`config.mk`:
```
export PLATFORM = sky130hd
export DESIGN_NAME = pal_sync_store
export DESIGN_NICKNAME = d
export VERILOG_FILES = /design/src/rtl/pal_pkg.sv /design/src/rtl/pal_cue.sv /design/src/rtl/pal_window.sv /design/src/rtl/pal_table.sv /design/src/rtl/pal_sync_store.sv
export SDC_FILE = /design/constraint.sdc
export NUM_CORES = 1
export LEC_CHECK = 0
export ABC_AREA = 0
export BUFFER_PORTS_ARGS = -buffer_cell sky130_fd_sc_hd__clkbuf_2
export CORE_UTILIZATION = 57
export CTS_CLUSTER_SIZE = 8
export DETAILED_ROUTE_END_ITERATION = 10
export PLACE_DENSITY = 0.76
export SYNTH_ARGS = -nofsm -noshare
export SYNTH_HDL_FRONTEND = slang
export SYNTH_HIERARCHICAL = 1
export SYNTH_SLANG_ARGS = --single-unit
```
`constraint.sdc`:
```
create_clock -name clk -period 16 [get_ports clk]
set_input_delay 0.8 -clock clk [delete_from_list [all_inputs] [get_ports clk]]
set_output_delay 0.8 -clock clk [all_outputs]
set_load 0.05 [all_outputs]
```
`src/rtl/pal_pkg.sv`:
```
package pal_pkg;
  localparam int PAL_ENTRIES = 64;
  localparam int PAL_CW      = 8;

  typedef enum logic {
    WIN_FRAME = 1'b0,
    WIN_LINE  = 1'b1
  } win_sel_e;
endpackage

```
`src/rtl/pal_cue.sv`:
```
module pal_cue #(
  parameter int ENTRIES = pal_pkg::PAL_ENTRIES,
  parameter int CW      = pal_pkg::PAL_CW,
  localparam int IW     = $clog2(ENTRIES)
) (
  input  logic          clk,
  input  logic          rst_n,
  input  logic          idx_we,
  input  logic          data_we,
  input  logic [CW-1:0] wdata,
  input  logic          commit,
  output logic          cue_live,
  output logic [IW-1:0] cue_slot,
  output logic [CW-1:0] cue_code
);
  logic [IW-1:0] sel_q, sel_d;
  logic          sel_en;
  logic          live_q, live_d;
  logic [IW-1:0] slot_q, slot_d;
  logic [CW-1:0] code_q, code_d;
  logic          cue_en;
  logic          accept;

  // next state
  always_comb begin
    accept = data_we && !live_q;
    sel_en = idx_we;
    sel_d  = wdata[IW-1:0];
    cue_en = commit || accept;
    live_d = live_q;
    slot_d = slot_q;
    code_d = code_q;
    if (commit) begin
      live_d = 1'b0;
    end else if (accept) begin
      live_d = 1'b1;
      slot_d = sel_q;
      code_d = wdata;
    end
  end

  // registers
  always_ff @(posedge clk or negedge rst_n) begin
    if (!rst_n) begin
      sel_q <= '0;
    end else if (sel_en) begin
      sel_q <= sel_d;
    end
  end

  always_ff @(posedge clk or negedge rst_n) begin
    if (!rst_n) begin
      live_q <= 1'b0;
      slot_q <= '0;
      code_q <= '0;
    end else if (cue_en) begin
      live_q <= live_d;
      slot_q <= slot_d;
      code_q <= code_d;
    end
  end

  assign cue_live = live_q;
  assign cue_slot = slot_q;
  assign cue_code = code_q;

  // a cued write stays frozen until its commit
  assert_cue_frozen_R6: assert property (@(posedge clk) disable iff (!rst_n)
    (live_q && !commit) |=> (live_q && $stable(code_q) && $stable(slot_q)));

  // the commit empties the cue
  assert_cue_release_R5: assert property (@(posedge clk) disable iff (!rst_n)
    commit |=> !live_q);

  // the target slot is the one selected before acceptance
  assert_cue_target_R9: assert property (@(posedge clk) disable iff (!rst_n)
    (data_we && !live_q) |=> (slot_q == $past(sel_q)));
endmodule

```
`src/rtl/pal_window.sv`:
```
module pal_window
  import pal_pkg::*;
#(
  parameter bit LINE_EN = 1'b1
) (
  input  win_sel_e mode,
  input  logic     vsync,
  input  logic     hblank,
  input  logic     cue_live,
  output logic     commit
);
  logic open_w;

  if (LINE_EN) begin : g_both
    always_comb open_w = (mode == WIN_LINE) ? hblank : vsync;
  end else begin : g_frame
    logic unused_sel;
    assign unused_sel = ^{mode, hblank};
    always_comb open_w = vsync;
  end

  always_comb commit = cue_live && open_w;
endmodule

```
`src/rtl/pal_table.sv`:
```
module pal_table #(
  parameter int ENTRIES = pal_pkg::PAL_ENTRIES,
  parameter int CW      = pal_pkg::PAL_CW,
  localparam int IW     = $clog2(ENTRIES)
) (
  input  logic          clk,
  input  logic          rst_n,
  input  logic          we,
  input  logic [IW-1:0] waddr,
  input  logic [CW-1:0] wcode,
  input  logic [IW-1:0] rd_idx,
  input  logic          hold,
  output logic [CW-1:0] rd_code
);
  logic [CW-1:0] slot_w [ENTRIES];
  logic [CW-1:0] rd_sel;
  logic [CW-1:0] out_q, out_d;
  logic          out_en;

  for (genvar g = 0; g < ENTRIES; g++) begin : g_slot
    logic [CW-1:0] code_q, code_d;
    logic          hit;

    always_comb begin
      hit    = we && (waddr == IW'(g));
      code_d = wcode;
    end

    always_ff @(posedge clk or negedge rst_n) begin
      if (!rst_n) begin
        code_q <= '0;
      end else if (hit) begin
        code_q <= code_d;
      end
    end

    assign slot_w[g] = code_q;
  end

  // lookup path; skipped in the commit clock
  always_comb begin
    rd_sel = slot_w[rd_idx];
    out_en = !hold;
    out_d  = rd_sel;
  end

  always_ff @(posedge clk or negedge rst_n) begin
    if (!rst_n) begin
      out_q <= '0;
    end else if (out_en) begin
      out_q <= out_d;
    end
  end

  assign rd_code = out_q;

  assert_commit_hold_R7: assert property (@(posedge clk) disable iff (!rst_n)
    hold |=> $stable(rd_code));
endmodule

```
`src/rtl/pal_sync_store.sv`:
```
module pal_sync_store
  import pal_pkg::*;
#(
  parameter int ENTRIES = PAL_ENTRIES,
  parameter int CW      = PAL_CW,
  parameter bit LINE_EN = 1'b1,
  localparam int IW     = $clog2(ENTRIES)
) (
  input  logic          clk,
  input  logic          rst_n,
  input  logic [IW-1:0] pix_idx,
  output logic [CW-1:0] pix_color,
  input  logic          cpu_idx_we,
  input  logic          cpu_data_we,
  input  logic [CW-1:0] cpu_wdata,
  input  logic          line_mode,
  input  logic          vsync,
  input  logic          hblank,
  output logic          cpu_wait
);
  logic [1:0]    rst_sync_q;
  logic          rst_sn;
  logic          commit;
  logic          cue_live;
  logic [IW-1:0] cue_slot;
  logic [CW-1:0] cue_code;

  // asynchronous assertion, synchronous release
  always_ff @(posedge clk or negedge rst_n) begin
    if (!rst_n) begin
      rst_sync_q <= 2'b00;
    end else begin
      rst_sync_q <= {rst_sync_q[0], 1'b1};
    end
  end
  assign rst_sn = rst_sync_q[1];

  pal_cue #(.ENTRIES(ENTRIES), .CW(CW)) i_cue (
    .clk      (clk),
    .rst_n    (rst_sn),
    .idx_we   (cpu_idx_we),
    .data_we  (cpu_data_we),
    .wdata    (cpu_wdata),
    .commit   (commit),
    .cue_live (cue_live),
    .cue_slot (cue_slot),
    .cue_code (cue_code)
  );

  pal_window #(.LINE_EN(LINE_EN)) i_window (
    .mode     (win_sel_e'(line_mode)),
    .vsync    (vsync),
    .hblank   (hblank),
    .cue_live (cue_live),
    .commit   (commit)
  );

  pal_table #(.ENTRIES(ENTRIES), .CW(CW)) i_table (
    .clk     (clk),
    .rst_n   (rst_sn),
    .we      (commit),
    .waddr   (cue_slot),
    .wcode   (cue_code),
    .rd_idx  (pix_idx),
    .hold    (commit),
    .rd_code (pix_color)
  );

  assign cpu_wait = cue_live;

  // wait may only end inside the frame window in frame mode
  assert_frame_window_R3: assert property (@(posedge clk) disable iff (!rst_sn)
    ($fell(cpu_wait) && (!LINE_EN || !$past(line_mode))) |-> $past(vsync));

  // wait may only end inside the line window in line mode
  assert_line_window_R4: assert property (@(posedge clk) disable iff (!rst_sn)
    ($fell(cpu_wait) && LINE_EN && $past(line_mode)) |-> $past(hblank));

  // an accepted data write raises the stall in the next clock
  assert_wait_rise_R5: assert property (@(posedge clk) disable iff (!rst_sn)
    (cpu_data_we && !cpu_wait) |=> cpu_wait);
endmodule

```
# Yosys cells after proc, flatten, opt, wreduce, memory -nomap -nowiden
# Cells that the tools add are included.
# op_classes
order_cmp	1
reduce_logical	72
n_bitwise	2
eq_ne	63
n_mux	6
# ops
op	n
$eq A6 B6 Y1 const B	32
$eq A6 B5 Y1 const B	16
$logic_and A1 B1 Y1	66
$bmux W8 S6	1
$eq A6 B4 Y1 const B	8
$eq A6 B3 Y1 const B	4
$mux W8	2
$eq A6 B2 Y1 const B	2
$ge A7 B7 Y1 const B	1
$not A6 Y7	1
$eq A6 B1 Y1 const B	1
$logic_not A6 Y1	1
$mux W1	3
$reduce_and A3 Y1	1
$reduce_and A2 Y1	1
$reduce_bool A2 Y1	1
$logic_not A1 Y1	1
$logic_or A1 B1 Y1	1
$not A1 Y1	1
# word_totals
inputBits	21
reg_bits	543
wordCells	214

# Depth between registers and ports, before layout
# depth
word_depth	4
ltp_mapped	8
depth_no_buf	6

# By module
# The synthesis kept the hierarchy.
# by_module_without_submodules
mod	cells_each	seq_area_each_um2	area_each_um2	n_inst
pal_table	1507	13012.5	23694.0	1
pal_cue	46	525.5	792.0	1
pal_sync_store	3	50.0	53.8	1
pal_window	2	0.0	16.3	1

# Worst setup path after synthesis
# Ideal clock, no wire load.
# synth_path
path_type	input to register
startpoint	in line_mode
endpoint	reg i_table.g_slot[11].code_q[0]
n_path_buf	1
slack_ns	13.239
t_required_ns	15.875
arrival_ns	2.636
cell_stages	6
path_cell_list	mux2i_1 > nor2b_1 > or3b_2 > clkbuf_1 > nor2_2 > mux2_2
# synth_via
elab_chain_len	3
# synth_rtl
element	line_no	text
from (decl)	pal_sync_store.sv:16	input logic line_mode,
$mux W1	pal_window.sv:15	always_comb open_w = (mode == WIN_LINE) ? hblank : vsync;
$logic_and A1 B1 Y1	pal_window.sv:22	always_comb commit = cue_live && open_w;
via commit	pal_sync_store.sv:23	logic commit;
$logic_and A1 B1 Y1	pal_table.sv:25	hit = we && (waddr == IW'(g));
to (signal assigned)	pal_table.sv:33	code_q <= code_d;
to (decl)	pal_table.sv:21	logic [CW-1:0] code_q, code_d;
# The timed path passes the listed nets, and every way through them passes these cells.
# A chain may end at the register's enable or synchronous reset.

# Worst setup path in the final report
# layout_path
startpoint	in pix_idx[2]
endpoint	reg i_table.out_q[2], in the netlist i_table/rd_code[2]
# layout_via
elab_chain_len	4
# layout_rtl
element	line_no	text
from (decl)	pal_sync_store.sv:11	input logic [IW-1:0] pix_idx,
$not A6 Y7 (not written as such)	pal_table.sv:42	rd_sel = slot_w[rd_idx];
$bmux W8 S6	pal_table.sv:42	
$mux W8 (not written as such) (2 in a row)	pal_table.sv:42	
to (signal assigned)	pal_table.sv:51	out_q <= out_d;
to (decl)	pal_table.sv:17	logic [CW-1:0] out_q, out_d;
# No other way between the ends. The select of a mux whose other input is x is not followed.

==> metrics.log <==
INFO  metric syn_area = 24,600 sq um
INFO  metric via_per_inst = 6.49
INFO  metric synth_nets = 1,579
INFO  metric final_layout_size_suffix_gt1_frac = 0.538
INFO  metric routed_wire_length_per_instance = 26.1 um
INFO  metric most-common-layout-cells = 559 x mux2_2, 534 x dfrtp_1, 120 x mux4_2
INFO  metric cts_buffers = 77
INFO  metric sw_frac_of_total = 0.288
INFO  metric grt_pass1_wl = 88,400 um
INFO  metric internal-power = 0.00340 W
INFO  metric yosys_register_bits = 543
INFO  metric detailed_place.area = 25,100 sq um
INFO  metric setup_viol = 0
INFO  metric antenna-diode-count = 0
INFO  metric area_growth_syn_to_layout = 10.6%
INFO  metric power.ir.vdd_worst = 0.106 mV
INFO  metric grt_max_degree = 194
INFO  metric timing_worst_setup_path_type = in2reg
INFO  metric port_buffers = 29
INFO  metric antenna_found_initial = 0
INFO  metric ant_nets = 0
INFO  metric rows = 75
INFO  metric crit_path_launch_type = input port
INFO  metric power_frac_seq = 0.457
INFO  metric critical_path_peak_fanout = 53
INFO  metric cts_h_tree_depth = 3
INFO  metric globalRouteOverflowTotal = 0
INFO  metric post-route-period-util = 0.233
INFO  metric crit_required = 16.44 ns
INFO  metric chipWidth = 210 um
INFO  metric die_h = 210 um
INFO  metric maxSlewHeadroom = 0.169
INFO  metric max_cap_violations = 0
INFO  metric drc = 0
INFO  metric grt_usage = 0.266
INFO  metric synth_sequential_area_ratio = 0.553
INFO  metric first_global_vias = 14,500
INFO  metric clockBufferDepth = 3
INFO  metric clock_tree_from_tritoncts = yes
INFO  metric top_level_ports = 30
INFO  metric totalWireLength = 55,500 um
INFO  metric hold_ws = 0.347 ns
INFO  metric clkLatencyLatePin = 0.59 ns
INFO  metric synthMuxAreaShare = 0.385
INFO  metric dominant_combinational_cell_family_by_area_after_synthesis = multiplexers
INFO  metric postSynthAreaPerCell = 15.8 sq um
INFO  metric rsz0062_at_grt = false
INFO  metric design.final.nets = 1,592
INFO  metric comb_power_share = 0.245
INFO  metric final_area = 27,200 sq um
INFO  metric finClkSkew = 0.0130 ns
INFO  metric transition_at_the_pin_with_the_smallest_max_transition_slack = 1.25 ns
INFO  metric p_leak = 12.9 nW
INFO  metric ys_warn_count = 6
INFO  metric mostFrequentLayoutCell = mux2_2
INFO  metric routed-via-count = 13,800
INFO  metric timing.final.crit_period = 3.73 ns
INFO  metric initial_utilization = 0.582
INFO  metric timing_max_transition_violations_final = 0
INFO  metric post-cts-setup-buffers = 0
INFO  metric hold_violations = 0
INFO  metric p_per_area = 176 nW/um^2
INFO  metric first_pass_iters = 5
INFO  metric clock_transition_at_the_registers_of_the_reported_paths = 0.05 ns
INFO  metric tns = 0 ns
INFO  metric tritoncts_num_sinks = 543
INFO  metric coreArea = 42,200 sq um
INFO  metric synth_xor_xnor_area_share = 0
INFO  metric critical_path_arrival = 4.17 ns
INFO  metric clock_power_share = 0.298
INFO  metric max_freq = 268 MHz
INFO  metric power.switching = 0.00138 W
INFO  metric post-layout-total-power = 0.00478 W
INFO  metric floorplan.die_area = 43,900 sq um
INFO  metric synth_cells = 1,558
INFO  metric number_of_unique_standard_cell_types_used_by_synthesis = 36
INFO  metric status = complete, no violations
INFO  metric synth-compound-area-share = 0.0179
INFO  metric detailedRoute.firstIterationViolations = 949
INFO  metric place.gp.congestion = 0.820
INFO  metric worstSetupEndpointType = flop
INFO  metric cts-root-buf = clkbuf_16
INFO  metric fraction_of_the_mapped_netlist_area_in_adder_cells = 0
INFO  metric dp_hpwl = 33,800 um
INFO  metric timing.hold.worst_path_depth = 0
INFO  metric worst-r2r-cell-count = 6
INFO  metric worstHoldPathType = reg2reg
INFO  metric synth_simple_gate_area_frac = 0.0234
## metrics by stage
step,worst slack (ns),util,cells
CTS,12.18,0.643,2121
detailed placement,11.56,0.594,2029
floorplan,7.16,-,1558
global placement,11.60,0.594,2029
global route,12.13,0.643,2122
finish,12.27,0.643,2122
## area by class of cell
class,instances,area (sq um)
fill,2986,15100
sequential,543,13600
timing repair buffer,52,348
clock buffer,86,2000
tap,539,674
clock inverter,5,43.8
multi-input combinational,897,10500
## worst max-delay path, cell delays in order
cell      delay (ns)
buf_6           0.45
buf_4           0.71
buf_4           0.68
mux4_2          0.40
mux2_2          0.27
a221oi_1        0.58
o31ai_1         0.14
## power groups by stage
stage | sequential, W | clock (W) | combinational, W
floorplan | 0.00211 | 0 | 0.000906
detailed placement | 0.00219 | 0 | 0.00117
finish | 0.00218 | 0.00142 | 0.00117
global placement | 0.00216 | 0 | 0.00113
global route | 0.00224 | 0.00151 | 0.00126
CTS | 0.00218 | 0.00146 | 0.00118
## kinds of logic after synthesis
| kind of cell | after synthesis |
|---|---|
| AOI/OAI and AO/OA | 56 |
| buffers and inverters | 118 |
| DFF | 543 |
| other | 1 |
| and+or+nand+nor | 115 |
| muxes | 725 |
## metal layers
| layer | track usage | vias up | share of wire |
|---|---|---|---|
| li1 | - | 5838 | - |
| met1 | 0.378 | 7462 | 0.44 |
| met2 | 0.416 | 378 | 0.48 |
| met3 | 0.0555 | 90 | 0.053 |
| met4 | 0.0838 | 0 | 0.026 |
| met5 | 0 | - | 0 |
## synthesized netlist by cell type
master	instances	share of area
nor2_1	18	0.0028
nand3_1	1	0.00020
o31ai_1	8	0.0024
and3b_1	1	0.00036
nor3_1	6	0.0012
a221oi_1	8	0.0029
buf_6	1	0.00046
or2_1	2	0.00051
buf_4	2	0.00061
or2_2	3	0.00076
buf_1	12	0.0018
a22oi_1	16	0.0049
a32oi_1	8	0.0029
mux2i_1	41	0.017
nand2b_1	6	0.0015
buf_2	21	0.0043
nor3b_4	1	0.00076
nand2_2	4	0.0010
mux2_2	559	0.26
nor4_1	1	0.00025
conb_1	1	0.00015
or3b_2	1	0.00036
o22ai_1	8	0.0020
and3_1	1	0.00025
nand2_1	44	0.0067
clkbuf_1	82	0.013
nand3b_1	1	0.00031
nand4_1	1	0.00025
mux4_2	120	0.11
nor3b_1	1	0.00031
nor2_2	18	0.0046
and2_1	1	0.00025
mux2_1	5	0.0023
dfrtp_1	543	0.55
nor2b_1	4	0.0010
o221ai_1	8	0.0029
## flip-flops by register name (all words and copies together), names as in the netlist
name / flops
i_cue/cue_code: 8
i_cue/cue_live: 1
i_cue/cue_slot: 6
i_cue/sel_q: 6
i_table/g_slot.code_q: 512
i_table/rd_code: 8
rst_sync_q: 2
## worst paths after layout
path	from	to	slack [ns]
max in group asynchronous	rst_sync_q[1]	i_cue/cue_code[3]	13.00
min	rst_sync_q[0]	rst_sync_q[1]	0.35
max	pix_idx[2]	i_table/rd_code[2]	12.27
min reg2reg	rst_sync_q[0]	rst_sync_q[1]	0.35
min in group asynchronous	rst_sync_q[1]	i_table/g_slot[12].code_q[5]	0.38
max reg2reg	i_cue/cue_live	i_table/g_slot[36].code_q[0]	12.99
## timing repair
action / 4_1_cts / 5_1_grt
gates resized for setup: 0 / 0
hold endpoints to repair: 2 / 0
hold buffers: 1 / 0
endpoints found under the setup margin: 0 / 0
No activity file was read; power rests on OpenSTA's default activity.
